$ cat src/rtl/brc_pkg.sv
package brc_pkg;

  typedef struct packed {
    logic z;
    logic s;
    logic cy;
    logic ov;
    logic sat;
  } brc_flags_t;

  localparam int unsigned SEL_W = 4;

  // base condition slots (selector bit 3 clear)
  localparam logic [2:0] BASE_OV     = 3'd0;
  localparam logic [2:0] BASE_CY     = 3'd1;
  localparam logic [2:0] BASE_Z      = 3'd2;
  localparam logic [2:0] BASE_LS     = 3'd3;
  localparam logic [2:0] BASE_S      = 3'd4;
  localparam logic [2:0] BASE_ALWAYS = 3'd5;
  localparam logic [2:0] BASE_LT     = 3'd6;
  localparam logic [2:0] BASE_LE     = 3'd7;

  localparam logic [SEL_W-1:0] SEL_ALWAYS = 4'd5;
  localparam logic [SEL_W-1:0] SEL_SAT    = 4'd13;

endpackage

$ cat src/rtl/brc_cond_eval.sv
module brc_cond_eval
  import brc_pkg::*;
(
  input  logic [SEL_W-1:0] sel_i,
  input  brc_flags_t       flags_i,
  output logic             hit_o
);

  logic [7:0] base;
  logic       lt_term;

  assign lt_term = flags_i.s ^ flags_i.ov;

  always_comb begin
    base              = '0;
    base[BASE_OV]     = flags_i.ov;
    base[BASE_CY]     = flags_i.cy;
    base[BASE_Z]      = flags_i.z;
    base[BASE_LS]     = flags_i.cy | flags_i.z;
    base[BASE_S]      = flags_i.s;
    base[BASE_ALWAYS] = 1'b1;
    base[BASE_LT]     = lt_term;
    base[BASE_LE]     = flags_i.z | lt_term;
  end

  always_comb begin
    if (sel_i == SEL_SAT)
      hit_o = flags_i.sat;
    else if (sel_i[SEL_W-1])
      hit_o = ~base[sel_i[2:0]];
    else
      hit_o = base[sel_i[2:0]];
  end

endmodule

$ cat src/rtl/brc_target.sv
module brc_target #(
  parameter int unsigned PC_W   = 32,
  parameter int unsigned DISP_W = 9,
  parameter int unsigned STEP   = 2
) (
  input  logic [PC_W-1:0]   pc_i,
  input  logic [DISP_W-1:0] disp_i,
  input  logic              hit_i,
  output logic [PC_W-1:0]   next_o
);

  localparam int unsigned EXT_W = PC_W - DISP_W;

  logic [PC_W-1:0] disp_ext;
  logic [PC_W-1:0] jump_pc;
  logic [PC_W-1:0] seq_pc;

  generate
    if (EXT_W > 0) begin : g_ext
      assign disp_ext = {{EXT_W{disp_i[DISP_W-1]}}, disp_i};
    end else begin : g_trunc
      assign disp_ext = disp_i[PC_W-1:0];
    end
  endgenerate

  assign jump_pc = pc_i + disp_ext;
  assign seq_pc  = pc_i + PC_W'(STEP);
  assign next_o  = hit_i ? jump_pc : seq_pc;

endmodule

$ cat src/rtl/brc_decide.sv
module brc_decide
  import brc_pkg::*;
#(
  parameter int unsigned PC_W   = 32,
  parameter int unsigned DISP_W = 9,
  parameter int unsigned STEP   = 2
) (
  input  logic              clk,
  input  logic              rst,
  input  logic              valid_i,
  input  logic [3:0]        cond_sel_i,
  input  logic              flag_z_i,
  input  logic              flag_s_i,
  input  logic              flag_cy_i,
  input  logic              flag_ov_i,
  input  logic              flag_sat_i,
  input  logic [PC_W-1:0]   pc_i,
  input  logic [DISP_W-1:0] disp_i,
  output logic              taken_o,
  output logic [PC_W-1:0]   next_pc_o
);

  brc_flags_t      flags;
  logic            hit;
  logic [PC_W-1:0] next_pc_d;

  assign flags = '{z: flag_z_i, s: flag_s_i, cy: flag_cy_i,
                   ov: flag_ov_i, sat: flag_sat_i};

  brc_cond_eval u_cond (
    .sel_i   (cond_sel_i),
    .flags_i (flags),
    .hit_o   (hit)
  );

  brc_target #(
    .PC_W   (PC_W),
    .DISP_W (DISP_W),
    .STEP   (STEP)
  ) u_tgt (
    .pc_i   (pc_i),
    .disp_i (disp_i),
    .hit_i  (hit),
    .next_o (next_pc_d)
  );

  always_ff @(posedge clk) begin
    if (rst) begin
      taken_o   <= 1'b0;
      next_pc_o <= '0;
    end else if (valid_i) begin
      taken_o   <= hit;
      next_pc_o <= next_pc_d;
    end
  end

  AST_RESET_CLEARS: assert property (@(posedge clk)
    rst |=> (!taken_o && next_pc_o == '0));

  AST_HOLD_IDLE: assert property (@(posedge clk) disable iff (rst)
    !valid_i |=> ($stable(taken_o) && $stable(next_pc_o)));

  AST_ALWAYS_TAKEN: assert property (@(posedge clk) disable iff (rst)
    (valid_i && cond_sel_i == SEL_ALWAYS) |=> taken_o);

  AST_SAT_FOLLOWS: assert property (@(posedge clk) disable iff (rst)
    (valid_i && cond_sel_i == SEL_SAT) |=> (taken_o == $past(flag_sat_i)));

  AST_FALL_THROUGH: assert property (@(posedge clk) disable iff (rst)
    (valid_i && !hit) |=> (next_pc_o == $past(pc_i) + PC_W'(STEP)));

endmodule

$ cat config.mk
export PLATFORM = sky130hd
export DESIGN_NAME = brc_decide
export DESIGN_NICKNAME = d
export VERILOG_FILES = /design/src/rtl/brc_pkg.sv /design/src/rtl/brc_cond_eval.sv /design/src/rtl/brc_target.sv /design/src/rtl/brc_decide.sv
export SDC_FILE = /design/constraint.sdc
export NUM_CORES = 1
export LEC_CHECK = 0
export BUFFER_PORTS_ARGS = -buffer_cell sky130_fd_sc_hd__buf_4
export CAP_MARGIN = 25
export CORE_MARGIN = 10
export CORE_UTILIZATION = 24
export CTS_CLUSTER_DIAMETER = 30
export DETAILED_ROUTE_END_ITERATION = 10
export SLEW_MARGIN = 10
export SYNTH_ARGS = -nofsm -noshare
export SYNTH_HDL_FRONTEND = slang
export SYNTH_HIERARCHICAL = 1
export SYNTH_SLANG_ARGS = --single-unit
$ cat constraint.sdc
create_clock -name clk -period 7.56 [get_ports clk]
set_input_delay 1.512 -clock clk [delete_from_list [all_inputs] [get_ports clk]]
set_output_delay 1.512 -clock clk [all_outputs]
set_load 0.01 [all_outputs]
After elaboration in Yosys (flattened, before gate mapping)
Index checks and enable logic that the tools add are counted.

$add $sub $neg: 2. Multiply operators: 0. Divide/modulo/power cells: 0. Magnitude comparators: 1. Equal/unequal tests: 1. Shifts and indexed selects: 0. Multiplexer cells: 5. Bitwise gates (word level): 4. Reduce and logical (&&, ||, !) cells: 0.

Operators by type and width (number): $add A32 B2 Y32 const B (1); $add A32 B32 Y32 (1); $mux W32 (1); $eq A4 B4 Y1 const B (1); $lt A3 B4 Y1 const B (1); $bmux W1 S3 (1); $mux W1 (3); $or A1 B1 Y1 (2); $not A1 Y1 (1); $xor A1 B1 Y1 (1).

Register bits: 33. Latch bits: 0. Bits in writable memories: 0. Memory bits (read-only): 0. Bits of input ports: 53. Word-level logic and storage cells: 15. Memories kept: 0.

Longest topological paths before layout
Word-level depth: 8. Depth in mapped cells: 14. Mapped depth without buffers: 14.

By module
The synthesis kept the hierarchy.

By module, submodules not included: brc_target (instances 1, cells each 352, area an instance 2347.3 sq um, seq. area each 0.0 sq um); brc_decide (instances 1, cells each 107, area an instance 1202.4 sq um, seq. area each 660.6 sq um); brc_cond_eval (instances 1, cells each 11, area an instance 95.1 sq um, seq. area each 0.0 sq um).

Worst setup path after synthesis
No wires, ideal clock.

Path kind: input-to-reg. From: input pc_i[0]. To: register next_pc_o[28]. Data arrival time: 4.093 ns. Required time: 7.432 ns. Setup slack: 3.339 ns. Cell stages on the path: 14. Path through: ha_1 fa_1 a21o_1 a21oi_1 o21ba_2 o21ai_2 a41oi_2 o211a_4 o31ai_4 a21bo_1 a2111oi_0 nor3b_1 mux2i_1 nor2_1.

Longest elaborated chain between the ends: 2. Elaborated cells between the ends (all ways): 3. Classes of those cells: add/sub: 2; mux: 1.

RTL lines: start, declared (line brc_decide.sv:17) `input logic [PC_W-1:0] pc_i,`; $add A32 B2 Y32 / $add A32 B32 Y32 (equally long branches) (line brc_target.sv:27, brc_target.sv:26); $mux W32 * (line brc_target.sv:28) `assign next_o = hit_i ? jump_pc : seq_pc;`; net next_pc_d[28] (line brc_decide.sv:25) `logic [PC_W-1:0] next_pc_d;`; end signal, assigned (line brc_decide.sv:53) `next_pc_o <= next_pc_d;`; end, declared (line brc_decide.sv:20) `output logic [PC_W-1:0] next_pc_o`.

The timed path passes the listed nets; every way through them passes the cells marked *. A chain may end at the register's enable or synchronous reset.

Final worst setup path
Same ends and word-level chain as after synthesis.

==> reports/metrics.cfg <==
[status]
status = completed

[global_routing]
gr-total-overflow = 0
grt_pass1_vias = 3262
grt_first_pass_wirelength_um = 17200
antenna_found_initial = 0
grt_max_degree = 45
grt_use_total_pct = 10.5

[run]
drv_cap = 0

[synthesis]
synth_top_area_share_pct = 18.1
synth-compound-area-share_pct = 22.2
synth_seq_cells = 33
synth_top_family_by_area = compound AO/OA/AOI/OAI gates
avgSynthCellArea_um2 = 7.75
synth.most_common_cell = nor2_1
synth_top_area_cell = dfxtp_1
synthCells = 470
synthAdderAreaFrac_pct = 11.5
synthTopCellsByArea = dfxtp_1 18%, ha_1 11%, mux2i_1 9.3%, xnor2_1 7.2%, nor2_1 6.7%
yosysSeqAreaShare_pct = 18.1
synth_edf_count = 0
async_reset_ff_share_pct = 0
synthSimpleGateAreaFrac_pct = 20.0
synthMuxAreaShare_pct = 10.1
syn-num-nets = 556
synth_xor_area_share_pct = 13.2
syn-cell-area_um2 = 3640
ys.warnings.count = 6
ys_top_cells_by_count = 65 x nor2_1, 44 x nand2_1, 40 x a21oi_1, 34 x mux2i_1, 33 x dfxtp_1
yosys_most_used_dff = dfxtp_1
synth_cell_type_count = 59

[floorplan]
die_area_um2 = 20500
rows = 44
num_io_pins = 86
core-area_um2 = 14700
die_w_um = 143
start_util_pct = 24.8
die_h_um = 143

[critical_path]
critPathArrivalTime_ns = 4.54
cp-start-kind = input port
timing.rr.start = next_pc_o[22]$_SDFFE_PP0P_
endpoint_kind = register
worst-path-max-fanout = 5
cp.required_ns = 7.73
crit_type = input port to register
critPathLaunch = pc_i[0]

[clock_tree]
clk_pin_slew_ns = 0.06
cts_tree = yes
cts_buffer_depth = 2
cts_root_buffer = clkbuf_16
cts_max_level = 2
post_cts_buffers = 0
ctsHoldBuffers = 0
cts_sinks = 33
cts_buffers = 5
cts_resized = 0
clock_latency_ns = 0.28

[sta]
max-slew-margin-rel_pct = 45.4
hold_viol = 0
hold_slack_ns = 0.487
finalSetupTns_ns = 0
drv_slew = 0
rsz0062_at_grt = no
fin_skew_ns = 0
worst_slack_ns = 3.19
max_freq_mhz = 229
tightestPinTransition_ns = 0.819
timing.final.crit_share_pct = 57.8
finalSetupViolations = 0
min_period_ns = 4.37

[cells_and_area]
drive_above_1_share_pct = 19.9
syn_to_final_growth_pct = 24.2
final_nets = 628
antenna_cells = 0
layout.cells.non_filler = 726

[min_path]
hold_start = next_pc_o[15]$_SDFFE_PP0P_
hold_path_class = register to register

[detailed_routing]
wl_um = 10900
vias = 3444
dr.pass1.iters = 4
drc = 0
wire_per_inst_um = 15.0
ant_nets = 0
drtIter0Drc = 209
viasPerCell = 4.74

[placement]
io_buffer_count = 85
dp_cells = 719
gp_congestion = 0.847
post-place-ws_ns = 2.94
hpwl_um = 8490

[power]
powerDensity_nw_per_um2 = 158
p_leak_nw = 2.06
ir_drop_uv = 72.4

## state kept, by name (all words and copies together), names as in the netlist
signal and cells:
next_pc_o 32, taken_o 1
## final timing paths
kind	end	slack, ns	cells past startpoint
worst max-delay path	next_pc_o[28]$_SDFFE_PP0P_	3.19	15
worst min-delay path	next_pc_o[15]$_SDFFE_PP0P_	0.49	2
worst max register to register	next_pc_o[22]$_SDFFE_PP0P_	6.92	2
worst min register to register	next_pc_o[15]$_SDFFE_PP0P_	0.49	2
## routing by layer
layer	vias up	track usage, %	routed length [um]
met4	0	3.06	117
met2	75	16.0	4530
met5	-	0	0
li1	1826	-	-
met3	7	3.22	737
met1	1536	13.8	5510
## power by group
group | internal [W] | switching, W | total [W]
clock network | 0.000129 | 0.0000794 | 0.000209
registers | 0.000193 | 0.0000105 | 0.000204
logic | 0.000138 | 0.000164 | 0.000302
## layout make-up
cell class,count,area [um2]
Inverter,11,41.3
Clock buffer,7,143
Sequential cell,33,661
Timing Repair Buffer,86,646
Tap cell,184,230
Multi-Input combinational cell,405,2810
Fill cell,1582,10200
## worst max-delay path, stage by stage
cell	delay (ns)
buf_4	0.11
ha_1	0.22
fa_1	0.41
a21o_1	0.19
a21oi_1	0.22
o21ba_2	0.19
o21ai_2	0.09
a41oi_2	0.28
o211a_4	0.24
o31ai_4	0.08
a21bo_1	0.23
a2111oi_0	0.46
nor3b_1	0.10
mux2i_1	0.14
nor2_1	0.05
## placed cells by master (no fill, tap or decap), drive strengths merged, types with 11 or more instances in the layout
master   n
inv     11
nor2    65
mux2i   34
xnor2   30
a21oi   41
ha      32
o21ai   28
nand2   44
xor2    25
a21o    13
nand3   18
buf     86
dfxtp   33
## per-stage QoR
stage          cell area, um2  utilization, %  total power (W)
3_3_place_gp             4380            29.8         0.000510
5_1_grt                  4530            30.8         0.000767
6_report                 4530            30.8         0.000715
4_1_cts                  4530            30.8         0.000726
3_5_place_dp             4380            29.8         0.000510
2_1_floorplan            3640               -         0.000408
## kinds of logic (layout without fill, tap and decap cells)
family          Yosys count  count (layout)
mux                      36              36
xor+xnor                 55              55
simple gates            162             162
buf+inv                  32             104
flops                    33              33
compound gates          119             119
fa+ha+maj                33              33
Power figures use the tool's default switching activity.
